## config.mk

```make
export PLATFORM = sky130hd
export DESIGN_NAME = flcr_regblock
export DESIGN_NICKNAME = d
export VERILOG_FILES = /design/src/rtl/flcr_pkg.sv /design/src/rtl/flcr_cmd_unit.sv /design/src/rtl/flcr_int_unit.sv /design/src/rtl/flcr_cfg_unit.sv /design/src/rtl/flcr_regblock.sv
export SDC_FILE = /design/constraint.sdc
export NUM_CORES = 1
export LEC_CHECK = 0
export ABC_AREA = 1
export BUFFER_PORTS_ARGS = -buffer_cell sky130_fd_sc_hd__buf_2
export CAP_MARGIN = 40
export CORE_ASPECT_RATIO = 1.25
export CORE_MARGIN = 2
export CORE_UTILIZATION = 60
export DETAILED_ROUTE_END_ITERATION = 6
export HOLD_SLACK_MARGIN = 0.03
export PLACE_DENSITY = 0.94
export SYNTH_ARGS = -nofsm -noshare
export SYNTH_HDL_FRONTEND = slang
export SYNTH_SLANG_ARGS = --single-unit
export TNS_END_PERCENT = 1
```

## constraint.sdc

```tcl
create_clock -name clk -period 3.9 [get_ports clk]
set_input_delay 0.195 -clock clk [delete_from_list [all_inputs] [get_ports clk]]
set_output_delay 0.195 -clock clk [all_outputs]
set_load 0.005 [all_outputs]
```

## src/rtl/flcr_pkg.sv

```systemverilog
// Package: shared register offsets, bit positions and command decoding for
// the flash command/interrupt register block. Assumes 16-bit registers.
package flcr_pkg;

    localparam int DW = 16;

    // Register word offsets
    localparam int OFF_CMD    = 'h00;
    localparam int OFF_CFG1   = 'h01;
    localparam int OFF_CFG2   = 'h02;
    localparam int OFF_SBUF   = 'h03;
    localparam int OFF_STAT   = 'h04;
    localparam int OFF_INT    = 'h05;
    localparam int OFF_ADDR0  = 'h10;

    // Interrupt status bits
    localparam int INT_SUM    = 15;
    localparam int INT_RST    = 4;

    // Controller status error bits
    localparam int ERR_CMD    = 10;
    localparam int ERR_ERASE  = 11;
    localparam int ERR_PROG   = 12;
    localparam int ERR_LOAD   = 13;
    localparam logic [DW-1:0] ERR_MASK = 16'h3C00;

    // Reset values
    localparam logic [DW-1:0] CFG1_INIT     = 16'h40C0;
    localparam logic [DW-1:0] INT_COLD_INIT = 16'h8080;
    localparam logic [DW-1:0] INT_HOT_INIT  = 16'h8010;

    localparam logic [DW-1:0] CMD_HOT_RESET = 16'h00F3;

    typedef enum logic [1:0] {
        DK_RESET = 2'd0,
        DK_ERASE = 2'd1,
        DK_PROG  = 2'd2,
        DK_LOAD  = 2'd3
    } done_kind_e;

    // Returns 1 when the 16-bit value is a command code the block accepts
    function automatic logic cmd_known(input logic [DW-1:0] v);
        logic ok;
        if (v[15:8] != 8'h00) begin
            ok = 1'b0;
        end else begin
            case (v[7:0])
                8'h00, 8'h13, 8'h80, 8'h1A, 8'h1B, 8'h23, 8'h27, 8'h2A,
                8'h2C, 8'h30, 8'h65, 8'h71, 8'h94, 8'h95, 8'hB0, 8'hF0,
                8'hF3:   ok = 1'b1;
                default: ok = 1'b0;
            endcase
        end
        return ok;
    endfunction

endpackage

```

## src/rtl/flcr_cmd_unit.sv

```systemverilog
// Command register and strobe generator.
// Accepts a command write only while no interrupt is pending, classifies the
// code, and registers a one-cycle strobe for known codes. Hot reset (0xF3)
// and unknown codes are reported combinationally to the sibling units.
// Assumes at most one host write per cycle.
module flcr_cmd_unit
    import flcr_pkg::*;
(
    input  logic          clk,
    input  logic          rst_n,
    input  logic          cmd_wr,
    input  logic [DW-1:0] wdata,
    input  logic          int_pending,
    output logic [DW-1:0] cmd_q,
    output logic          cmd_go,
    output logic [7:0]    cmd_code,
    output logic          cmd_bad,
    output logic          hot_rst
);

    logic accept;
    logic known;
    logic issue;

    // Classify the incoming command write
    always_comb begin
        accept  = cmd_wr && !int_pending;
        known   = cmd_known(wdata);
        hot_rst = accept && (wdata == CMD_HOT_RESET);
        cmd_bad = accept && !known;
        issue   = accept && known && !hot_rst;
    end

    // Hold the command register and produce the registered strobe
    always_ff @(posedge clk) begin
        if (!rst_n) begin
            cmd_q    <= '0;
            cmd_go   <= 1'b0;
            cmd_code <= '0;
        end else begin
            cmd_go <= issue;
            if (accept)
                cmd_q <= wdata;
            if (issue)
                cmd_code <= wdata[7:0];
        end
    end

    // Strobe only follows a write made with the summary bit clear
    p_refuse_pending_r3: assert property (@(posedge clk) disable iff (!rst_n)
        (cmd_wr && int_pending) |=> !cmd_go);

    // Strobe is a single cycle wide after an isolated write
    p_strobe_known_r2: assert property (@(posedge clk) disable iff (!rst_n)
        (cmd_wr && !int_pending && cmd_known(wdata) && wdata != CMD_HOT_RESET)
        |=> (cmd_go && cmd_code == $past(wdata[7:0])));

    // Unknown codes never strobe
    p_no_strobe_bad_r4: assert property (@(posedge clk) disable iff (!rst_n)
        cmd_bad |=> !cmd_go);

endmodule

```

## src/rtl/flcr_int_unit.sv

```systemverilog
// Interrupt status and controller status registers.
// Merges AND-mask clears from the host with completion reports and unknown-
// command flags; set bits win over the mask. Clears error bits whenever the
// resulting summary bit is clear. Assumes done_kind/done_err are only valid
// while done_valid is high.
module flcr_int_unit
    import flcr_pkg::*;
(
    input  logic          clk,
    input  logic          rst_n,
    input  logic          int_wr,
    input  logic [DW-1:0] wdata,
    input  logic          done_valid,
    input  logic [1:0]    done_kind,
    input  logic          done_err,
    input  logic          cmd_bad,
    input  logic          hot_rst,
    output logic [DW-1:0] int_q,
    output logic [DW-1:0] stat_q
);

    logic [DW-1:0] done_set;
    logic [DW-1:0] err_set;
    logic [DW-1:0] masked;
    logic [DW-1:0] int_nx;
    logic [DW-1:0] stat_nx;

    // Translate a completion report into interrupt and error bits
    always_comb begin
        done_set = '0;
        err_set  = '0;
        if (done_valid) begin
            done_set[INT_SUM]                  = 1'b1;
            done_set[INT_RST + int'(done_kind)] = 1'b1;
            if (done_err) begin
                err_set[ERR_CMD] = 1'b1;
                case (done_kind_e'(done_kind))
                    DK_ERASE: err_set[ERR_ERASE] = 1'b1;
                    DK_PROG:  err_set[ERR_PROG]  = 1'b1;
                    DK_LOAD:  err_set[ERR_LOAD]  = 1'b1;
                    default:  ;
                endcase
            end
        end
        if (cmd_bad) begin
            done_set[INT_SUM] = 1'b1;
            err_set[ERR_CMD]  = 1'b1;
        end
    end

    // Compute next values: mask first, then OR in set bits
    always_comb begin
        masked  = int_wr ? (int_q & wdata) : int_q;
        int_nx  = masked | done_set;
        stat_nx = (int_nx[INT_SUM] ? stat_q : (stat_q & ~ERR_MASK)) | err_set;
    end

    // Register update with cold and hot reset values
    always_ff @(posedge clk) begin
        if (!rst_n) begin
            int_q  <= INT_COLD_INIT;
            stat_q <= '0;
        end else if (hot_rst) begin
            int_q  <= INT_HOT_INIT;
            stat_q <= '0;
        end else begin
            int_q  <= int_nx;
            stat_q <= stat_nx;
        end
    end

    // Completion always raises the summary bit
    p_done_sum_r5: assert property (@(posedge clk) disable iff (!rst_n)
        done_valid |=> int_q[INT_SUM]);

    // Failed completion raises the command-error bit
    p_err_cmd_r6: assert property (@(posedge clk) disable iff (!rst_n)
        (done_valid && done_err && !hot_rst) |=> stat_q[ERR_CMD]);

    // A clearing write with no completion wipes every error bit
    p_clear_errs_r7: assert property (@(posedge clk) disable iff (!rst_n)
        (int_wr && !done_valid && !wdata[INT_SUM]) |=> ((stat_q & ERR_MASK) == '0));

    // Completion bits survive a same-cycle mask write
    p_done_wins_r8: assert property (@(posedge clk) disable iff (!rst_n)
        (int_wr && done_valid) |=> (int_q[INT_SUM] && int_q[INT_RST + int'($past(done_kind))]));

    // Unknown command flags both registers
    p_bad_flags_r4: assert property (@(posedge clk) disable iff (!rst_n)
        cmd_bad |=> (int_q[INT_SUM] && stat_q[ERR_CMD]));

endmodule

```

## src/rtl/flcr_cfg_unit.sv

```systemverilog
// Configuration, start-buffer and start-address registers.
// Plain storage with write enables decoded by the top; all restore their
// defaults on cold or hot reset. Assumes addr_idx < NUM_ADDR when addr_wr.
module flcr_cfg_unit
    import flcr_pkg::*;
#(
    parameter int NUM_ADDR = 8,
    localparam int AIDX_W  = (NUM_ADDR > 1) ? $clog2(NUM_ADDR) : 1
) (
    input  logic                   clk,
    input  logic                   rst_n,
    input  logic                   hot_rst,
    input  logic                   cfg1_wr,
    input  logic                   cfg2_wr,
    input  logic                   sbuf_wr,
    input  logic                   addr_wr,
    input  logic [AIDX_W-1:0]      addr_idx,
    input  logic [DW-1:0]          wdata,
    output logic [DW-1:0]          cfg1_q,
    output logic [DW-1:0]          cfg2_q,
    output logic [3:0]             buf_sel,
    output logic [2:0]             sec_count,
    output logic [NUM_ADDR*DW-1:0] addr_flat
);

    logic [2:0] count_dec;

    // Decode the sector-count field, zero standing for four
    always_comb begin
        count_dec = (wdata[1:0] == 2'd0) ? 3'd4 : {1'b0, wdata[1:0]};
    end

    // Configuration and start-buffer storage
    always_ff @(posedge clk) begin
        if (!rst_n || hot_rst) begin
            cfg1_q    <= CFG1_INIT;
            cfg2_q    <= '0;
            buf_sel   <= '0;
            sec_count <= 3'd1;
        end else begin
            if (cfg1_wr)
                cfg1_q <= wdata;
            if (cfg2_wr)
                cfg2_q <= wdata;
            if (sbuf_wr) begin
                buf_sel   <= wdata[11:8];
                sec_count <= count_dec;
            end
        end
    end

    // One storage word per start-address register
    for (genvar i = 0; i < NUM_ADDR; i++) begin : g_addr
        // Hold start-address word i
        always_ff @(posedge clk) begin
            if (!rst_n || hot_rst)
                addr_flat[i*DW +: DW] <= '0;
            else if (addr_wr && addr_idx == AIDX_W'(i))
                addr_flat[i*DW +: DW] <= wdata;
        end
    end

    // Count field of zero reads as four sectors
    p_zero_is_four_r11: assert property (@(posedge clk) disable iff (!rst_n)
        (sbuf_wr && !hot_rst && wdata[1:0] == 2'd0) |=> (sec_count == 3'd4));

    // Sector count never leaves 1..4
    p_count_range_r11: assert property (@(posedge clk) disable iff (!rst_n)
        (sec_count >= 3'd1 && sec_count <= 3'd4));

endmodule

```

## src/rtl/flcr_regblock.sv

```systemverilog
// Top of the flash command/interrupt register block.
// Decodes host register writes, muxes read data, and drives the interrupt
// and ready pins from the stored configuration and interrupt state.
// Assumes one host access per cycle; reads are combinational.
module flcr_regblock
    import flcr_pkg::*;
#(
    parameter int ADDR_W   = 8,
    parameter int NUM_ADDR = 8
) (
    input  logic                   clk,
    input  logic                   rst_n,
    input  logic                   host_wr,
    input  logic [ADDR_W-1:0]      host_addr,
    input  logic [15:0]            host_wdata,
    output logic [15:0]            host_rdata,
    output logic                   cmd_go,
    output logic [7:0]             cmd_code,
    output logic [3:0]             buf_sel,
    output logic [2:0]             sec_count,
    output logic [NUM_ADDR*16-1:0] start_addr_flat,
    input  logic                   done_valid,
    input  logic [1:0]             done_kind,
    input  logic                   done_err,
    output logic                   irq,
    output logic                   rdy
);

    localparam int AIDX_W = (NUM_ADDR > 1) ? $clog2(NUM_ADDR) : 1;

    logic [DW-1:0]     cmd_q, cfg1_q, cfg2_q, int_q, stat_q;
    logic              cmd_bad, hot_rst;
    logic              sel_cmd, sel_cfg1, sel_cfg2, sel_sbuf, sel_int, sel_stat, sel_addr;
    logic [ADDR_W-1:0] addr_off;
    logic [AIDX_W-1:0] addr_idx;

    // Address decode shared by reads and writes
    always_comb begin
        sel_cmd  = host_addr == ADDR_W'(OFF_CMD);
        sel_cfg1 = host_addr == ADDR_W'(OFF_CFG1);
        sel_cfg2 = host_addr == ADDR_W'(OFF_CFG2);
        sel_sbuf = host_addr == ADDR_W'(OFF_SBUF);
        sel_stat = host_addr == ADDR_W'(OFF_STAT);
        sel_int  = host_addr == ADDR_W'(OFF_INT);
        addr_off = host_addr - ADDR_W'(OFF_ADDR0);
        sel_addr = (host_addr >= ADDR_W'(OFF_ADDR0)) && (addr_off < ADDR_W'(NUM_ADDR));
        addr_idx = addr_off[AIDX_W-1:0];
    end

    flcr_cmd_unit u_cmd (
        .clk         (clk),
        .rst_n       (rst_n),
        .cmd_wr      (host_wr && sel_cmd),
        .wdata       (host_wdata),
        .int_pending (int_q[INT_SUM]),
        .cmd_q       (cmd_q),
        .cmd_go      (cmd_go),
        .cmd_code    (cmd_code),
        .cmd_bad     (cmd_bad),
        .hot_rst     (hot_rst)
    );

    flcr_int_unit u_int (
        .clk        (clk),
        .rst_n      (rst_n),
        .int_wr     (host_wr && sel_int),
        .wdata      (host_wdata),
        .done_valid (done_valid),
        .done_kind  (done_kind),
        .done_err   (done_err),
        .cmd_bad    (cmd_bad),
        .hot_rst    (hot_rst),
        .int_q      (int_q),
        .stat_q     (stat_q)
    );

    flcr_cfg_unit #(.NUM_ADDR(NUM_ADDR)) u_cfg (
        .clk       (clk),
        .rst_n     (rst_n),
        .hot_rst   (hot_rst),
        .cfg1_wr   (host_wr && sel_cfg1),
        .cfg2_wr   (host_wr && sel_cfg2),
        .sbuf_wr   (host_wr && sel_sbuf),
        .addr_wr   (host_wr && sel_addr),
        .addr_idx  (addr_idx),
        .wdata     (host_wdata),
        .cfg1_q    (cfg1_q),
        .cfg2_q    (cfg2_q),
        .buf_sel   (buf_sel),
        .sec_count (sec_count),
        .addr_flat (start_addr_flat)
    );

    // Read-data multiplexer
    always_comb begin
        host_rdata = '0;
        if (sel_cmd)       host_rdata = cmd_q;
        else if (sel_cfg1) host_rdata = {cfg1_q[15:5], 5'b0};
        else if (sel_cfg2) host_rdata = cfg2_q;
        else if (sel_sbuf) host_rdata = {4'b0, buf_sel, 6'b0, sec_count[1:0]};
        else if (sel_stat) host_rdata = stat_q;
        else if (sel_int)  host_rdata = int_q;
        else if (sel_addr) host_rdata = start_addr_flat[int'(addr_idx)*DW +: DW];
    end

    // Pin drive from configuration and summary bit
    always_comb begin
        irq = int_q[INT_SUM] ^ ~cfg1_q[6];
        rdy = cfg1_q[7];
    end

    // A hot reset leaves the reset-done flag and summary bit set
    p_hot_reset_r12: assert property (@(posedge clk) disable iff (!rst_n)
        hot_rst |=> (int_q == INT_HOT_INIT && !cmd_go));

endmodule

```

==> results of run 1 <==
## critical path, delay by kind of cell
family	cells	cell delay, ns
buffers and inverters	5	0.97
AOI/OAI and AO/OA	1	0.25
and+or+nand+nor	4	0.98
## metrics by stage
stage,cell area [um^2],setup WS (ns),instances,hold WS [ns]
finish,11900,1.28,1819,0.0559
global placement,11100,1.35,1777,0.441
detailed placement,11200,1.30,1779,0.447
floorplan,10300,2.35,1444,0.331
global route,11900,1.18,1819,0.0647
CTS,11900,1.35,1819,0.0413
## cell usage in the layout (no fill, tap or decap), drive strengths merged
master         n
a21oi         64
bufinv         1
buf          204
a21boi         1
nand3         71
o21ai         65
nand4         31
dlygate4sd3    3
o211ai       113
xnor2          1
clkbuf        35
o21a           8
o22ai          6
a31oi          1
o31ai          2
a22oi          1
nand3b         1
clkinv         4
inv          272
or2            8
nor2          63
o221ai         3
nand2        431
dfxtp        207
nor3           3
## timing repair
action / 4_1_cts / 5_1_grt
hold buffers: 3 / 0
gates resized for setup: 0 / 0
hold endpoints to repair: 2 / 0
## flip-flops by register name (all words and copies together), names as in the netlist, named ones only
signal / flops
u_cmd.cmd_go: 1
u_cfg.buf_sel: 4
u_cfg.cfg1_q: 11
u_int.stat_q: 4
u_cmd.cmd_q: 16
u_cfg.cfg2_q: 16
u_cmd.cmd_code: 8
u_cfg.sec_count: 3
u_cfg.addr_flat: 128
u_int.int_q: 12
## final timing paths
| kind | from | endpoint | slack [ns] | depth (start not counted) |
|---|---|---|---|---|
| worst min-delay path | done_valid | u_int.int_q[15] | 0.06 | 3 |
| worst max register to register | u_int.int_q[15] | u_cfg.cfg1_q[14] | 1.73 | 6 |
| worst max-delay path | host_addr[2] | host_rdata[10] | 1.28 | 10 |
| worst min register to register | u_int.int_q[8] | u_int.int_q[8] | 0.46 | 2 |
## area by class of cell
type / count / area [um^2] / area share (%)
clock buffers: 35 / 638 / 5.38
clock inverters: 2 / 35.0 / 0.296
inverters: 275 / 1040 / 8.79
multi-input cells: 873 / 4610 / 38.9
flip-flops and latches: 207 / 4140 / 35.0
well taps: 220 / 275 / 2.32
repair buffers: 207 / 1110 / 9.35
## power groups by stage
stage | logic, mW | registers (mW) | clock network [mW]
floorplan | 0.201 | 2.17 | 0
global placement | 0.306 | 2.17 | 0
detailed placement | 0.307 | 2.17 | 0
CTS | 0.310 | 2.13 | 2.00
global route | 0.337 | 2.13 | 2.08
finish | 0.324 | 2.13 | 2.01
## routing by layer
metal | track usage, % | part of all wire [%] | wire length, um
met1 | 46.9 | 36 | 13000
met2 | 65.3 | 47 | 16900
met3 | 5.30 | 9.8 | 3560
met4 | 23.8 | 7.5 | 2730
met5 | 0 | 0 | 0
## logic make-up after synthesis
kind of cell,after synthesis,synth area share (%)
simple gates,608,25.0
buf+inv,364,15.3
compound gates,264,19.5
flops,207,40.1
xor+xnor,1,0.0847
==> metrics, run 1 <==
Slowest-stage cell, CP=nor2_2; top-count cell post-synth=nand2_1; GR Util All Layers=38.8%; area leader, netlist=dfxtp_1; Vias=~11000; Clock Power Share=between 40% and 50%; Worst EP arrival=2.42 ns; switching fraction of total power=about a quarter; clock skew=0.00603 ns; Setup Buffers After CTS=0; main flop type after synthesis=dfxtp_1; Max Clock Freq=382 MHz; Residual DRC=0; Root Buffer=clkbuf_16; synthesized area=10300 um^2; Gate power share=7.3%; initial antenna violation count=0; Fin. Hold Viols=0; slowest cell delay on critical path=0.59 ns; crit share post-route=67.1%; Max FO, Critical Path=22; HPWL Detailed=25600 um; wire length per cell=19.9 um; ANT cells=0; CTS tree=yes; Core Util, Final=a little over two thirds; # port buffers=192; DRT iter0 DRCs=1344; LEAKAGE=6.34 nW; CP Cell Sequence=buf_2, inv_2, nand2_2, nor2_4, inv_2, nor2_2, inv_1, o22ai_1, nand2_1, buf_2; sequential fraction of the synthesis area=between 40 and 50%; Fillers=roughly 1300; Die Y=151 um; Max IR drop VDD=slightly above 0.0003 V; gpl congestion=~1.0; total of max-cap violations=0; max-slew violation total from the final report=0; total power=between 4 and 5 mW; Initial Util=61.4%; total gr overflow=0; net switching power=between 1 and 1.5 mW; vias per inst=5.86; ANT nets after route=0; worst-margin pin slew=between 0.7 and 0.8 ns; pin count of the biggest net entering global routing=around 130; outcome=finished clean; first-pass GRT wire length=53900 um; startpoint class of the critical path=input pin; io pins=a little under 200; area delta synth->final=14.7%; Rows=53; Setup CP Type=input pin to output pin; die area=approximately 18000 um^2; CP Data Required Time=~3.7 ns; Reg power frac=between 40% and 50%; Pre-Repair DR Iteration Count=5; Internal=3.37 mW; clk buf depth=3; warnings from Yosys=0; Yosys cell types=37; number of synthesized flops with an enable pin=0; CP endpoint kind=output pin; total CTS buffers=21; syn_nets=between 1000 and 1500; Post-synth top cells=nand2_1, inv_1, dfxtp_1; CTS Sinks=207; final setup vio count=0; PD cells=between 300 and 400 nW/um^2; H-tree levels=1; Slew Limit Headroom=just under 50%; synth top area cells=dfxtp_1, nand2_1, inv_1, o211ai_2, nand3_1; vias in the first global route=9828; Avg Inst Size Synth=7.16 um^2; core area=16800 um^2; fin nets=~1600; total negative slack=0 ns; clk_lat worst skew=0.50 ns; Die Wd=121 um; layout cell share with drive strength beyond 1=22.0%; asr flop ratio synth=0%; Seq cells post-synth=207; synthesized instance count=1444; Hold/Removal Path Class=input pin to flop; RSZ-0062 raised after global routing=no; Clock transition at path regs=0.06 ns; final wirelength=36200 um; top cell type's share of synthesized area=40.1%; Tmin final=2.62 ns
No activity file was read; power rests on OpenSTA's default activity.
==> inputs of run 2 (changes only) <==
- ABC_AREA: 1 -> 0
- CORE_UTILIZATION: 60 -> 55
- PLACE_DENSITY: 0.94 -> 0.89
- clock period: 3.9 -> 2.7 ns (I/O delays scaled with it)
==> run 2 against run 1 <==
Effect of this change: worst hold slack lost 0.00074 ns; critical endpoint is now host_rdata[7]; sequential power increased by 44%; synthesized cell count is 24% lower; die area up 1.3%; final cell count decreased by 18%; critical path depth decreased by 3; largest cell class unchanged; largest power group unchanged; clock power is 46% higher; clock skew rose by 0.00077 ns; non-clock buffer count rose by 33; combinational power is 28% higher.
==> metrics, run 2 <==
core area=17300 um^2 (+2.7%); Initial Util=55.5% (-5.8 points); PD cells=564 nW/um^2 (+50%); commonest non-fill, non-tap cell in the layout=nand2_1; top-count cell post-synth=nand2_1; commonest non-fill, non-tap cells in the layout=nand2_1, dfxtp_1, buf_2; fin nets=1282 (-21%); Slew Limit Headroom=55.2% (+7.1 points); Max Clock Freq=~420 MHz; Rows=54 (+1.9%); Setup CP Type=input pin to output pin; Hold/Removal Path Class=input pin to flop; post-synthesis compound-gate area fraction=14.5% (-5.0 points); Reg power frac=47.7% (about the same); Post-synth top cells=nand2_1, dfxtp_1, a21oi_1; Seq cells post-synth=207 (unchanged); gpl congestion=0.960 (-7.0%); HPWL Detailed=22100 um (-14%); top cell type's share of synthesized area=43.1% (+3.0 points); worst-margin pin slew=0.655 ns (-0.124 ns); synth top area cells=dfxtp_1, nand2_1, mux2i_1, mux4_2, a21oi_1; final setup vio count=0 (unchanged); total of max-cap violations=0 (unchanged); Synth Area in Simple Gates=20.5% (-4.5 points); syn_nets=1125 (-24%); ANT nets after route=0 (unchanged); CTS Sinks=207 (unchanged); outcome=finished clean; Largest Register=u_cfg.addr_flat; warnings from Yosys=0 (unchanged); # port buffers=192 (unchanged); post-synthesis mux area share=15.3% (+15 points); ANT cells=0 (unchanged); Slowest-stage cell, CP=or4_4; final wirelength=32300 um (-11%); pin count of the biggest net entering global routing=41 (-69%); post-synthesis xor/xnor area fraction=0.182% (+0.098 points); switching fraction of total power=23.2% (-1.3 points); RSZ-0062 raised after global routing=no; area delta synth->final=18.7%; Die Wd=122 um (+0.66%); die area=18500 um^2 (+1.3%); Largest register FFs=128 (unchanged); startpoint class of the critical path=input pin; synthesized instance count=1094 (-24%); crit share post-route=88.7%; CP Data Required Time=2.57 ns (-1.13 ns); Die Y=152 um (+0.67%); Crit path top cell by count=buf_2; Residual DRC=0 (unchanged); post_cts resized=0 (unchanged); net switching power=1.49 mW (+36%); Vias=9593 (-10%); wire length per cell=21.7 um (+9.1%); clk_lat worst skew=0.50 ns (about the same); clock skew=0.00679 ns (+0.000768 ns); clk buf depth=3 (unchanged); Tmin final=2.39 ns; Max FO, Critical Path=11 (-50%); Internal=4.94 mW (+47%); Core Util, Final=65.9% (-4.5 points); first-pass GRT wire length=48500 um (-10%); main flop type after synthesis=dfxtp_1; slowest cell delay on critical path=0.65 ns (+0.06 ns); vias in the first global route=8968 (-8.8%); Max IR drop VDD=0.000632 V (+110%); sequential fraction of the synthesis area=43.1% (+3.0 points); area leader, netlist=dfxtp_1; Gate power share=6.4% (-0.9 points); area of the multi-input gates=4880 um^2 (+5.7%); Avg Inst Size Synth=8.78 um^2 (+23%); DRT iter0 DRCs=1086 (-19%); Clock Power Share=45.8% (+0.7 points); total CTS buffers=21 (unchanged); synthesized area=9610 um^2 (-7.1%); Worst EP arrival=2.26 ns (-0.16 ns); total power=6.43 mW (+44%); total negative slack=0 ns (unchanged); number of synthesized flops with an enable pin=0 (unchanged); Clock transition at path regs=0.06 ns (about the same); max-slew violation total from the final report=0 (unchanged); Root Buffer=clkbuf_16; Yosys cell types=61 (+65%); Fillers=1341 (+0.075%); GR Util All Layers=33.9% (-5.0 points); Fin. Hold Viols=0 (unchanged); register area=4140 um^2 (unchanged); Pre-Repair DR Iteration Count=6 (+1); synthesized-area fraction occupied by adder cells=0% (unchanged); initial antenna violation count=0 (unchanged); CP Cell Sequence=buf_2, or4_4, nor2_2, nand3_1, a21o_1, a221o_1, buf_2; vias per inst=6.45 (+10%); asr flop ratio synth=0% (unchanged); biggest regs=u_cfg.addr_flat: 128 flops, u_cfg.cfg2_q: 16 flops, u_cmd.cmd_q: 16 flops; layout cell share with drive strength beyond 1=24.5% (+2.5 points); H-tree levels=1 (unchanged); largest family of logic cells by synthesized area=simple AND/OR/NAND/NOR gates; CTS tree=yes; io pins=193 (unchanged); total gr overflow=0 (unchanged); LEAKAGE=4.66 nW (-26%); CP endpoint kind=output pin
## run 2: cell types whose count changed after synthesis, sizes merged, moves of 37 or more
cell / before / now
inv: 272 / 7
o21ai: 65 / 26
mux2i: 0 / 75
nand2: 431 / 210
a21oi: 64 / 129
o211ai: 113 / 2
nand3: 71 / 108
## run 2: critical path: cells and delay by family
family          cells  cell delay (ns)
simple gates        3             1.23
compound gates      2             0.63
buf+inv             2             0.25
## run 2: area by class of cell
class / instances / area share, %
flip-flops and latches: 207 / 36.3
clock inverters: 3 / 0.571
inverters: 8 / 0.263
clock buffers: 32 / 5.41
well taps: 224 / 2.46
multi-input cells: 773 / 42.8
repair buffers: 240 / 12.2
## run 2: worst paths after layout
check / from / end / slack [ns] / cells past startpoint
max: host_addr[3] / host_rdata[7] / 0.31 / 7
min reg2reg: u_int.int_q[9] / u_int.int_q[9] / 0.45 / 2
max reg2reg: u_int.int_q[15] / u_cfg.addr_flat[76] / 0.48 / 6
min: host_wdata[15] / u_cfg.cfg2_q[15] / 0.06 / 3
## run 2: layer usage
metal  part of all wire (%)  global-route usage (%)  up-vias  routed length (um)
met5                      0                       0        -                   0
met4                    6.8                    20.5        0                2210
met3                     13                    7.49      173                4060
met2                     46                    54.1      770               14800
met1                     35                    41.7     4494               11200
li1                       -                       -     4156                   -
## run 2: what timing repair did
action / CTS / global route
hold endpoints to repair: 5 / 0
hold buffers: 7 / 0
buffers inserted: 0 / 0
## run 2: per-stage QoR
stage          instance area, um^2  instances  worst slack, ns  hold slack [ns]
2_1_floorplan                 9610       1094            0.805            0.280
3_3_place_gp                 10600       1445            0.371            0.433
3_5_place_dp                 10600       1445            0.322            0.444
4_1_cts                      11400       1487            0.317           0.0457
5_1_grt                      11400       1487            0.214           0.0639
6_report                     11400       1487            0.306           0.0551
## run 2: cells by family after synthesis
kind of cell           Yosys count
XOR/XNOR                         2
AO/OA/AOI/OAI                  231
multiplexers                   107
buffers and inverters          114
flip-flops                     207
AND/OR/NAND/NOR                433
## run 2: power by group through the flow
stage               Sequential, mW  Combinational [mW]  Clock [mW]
floorplan                     3.13               0.263           0
global placement              3.14               0.382           0
detailed placement            3.14               0.389           0
CTS                           3.07               0.398        2.94
global route                  3.07               0.429        3.05
finish                        3.07               0.414        2.94
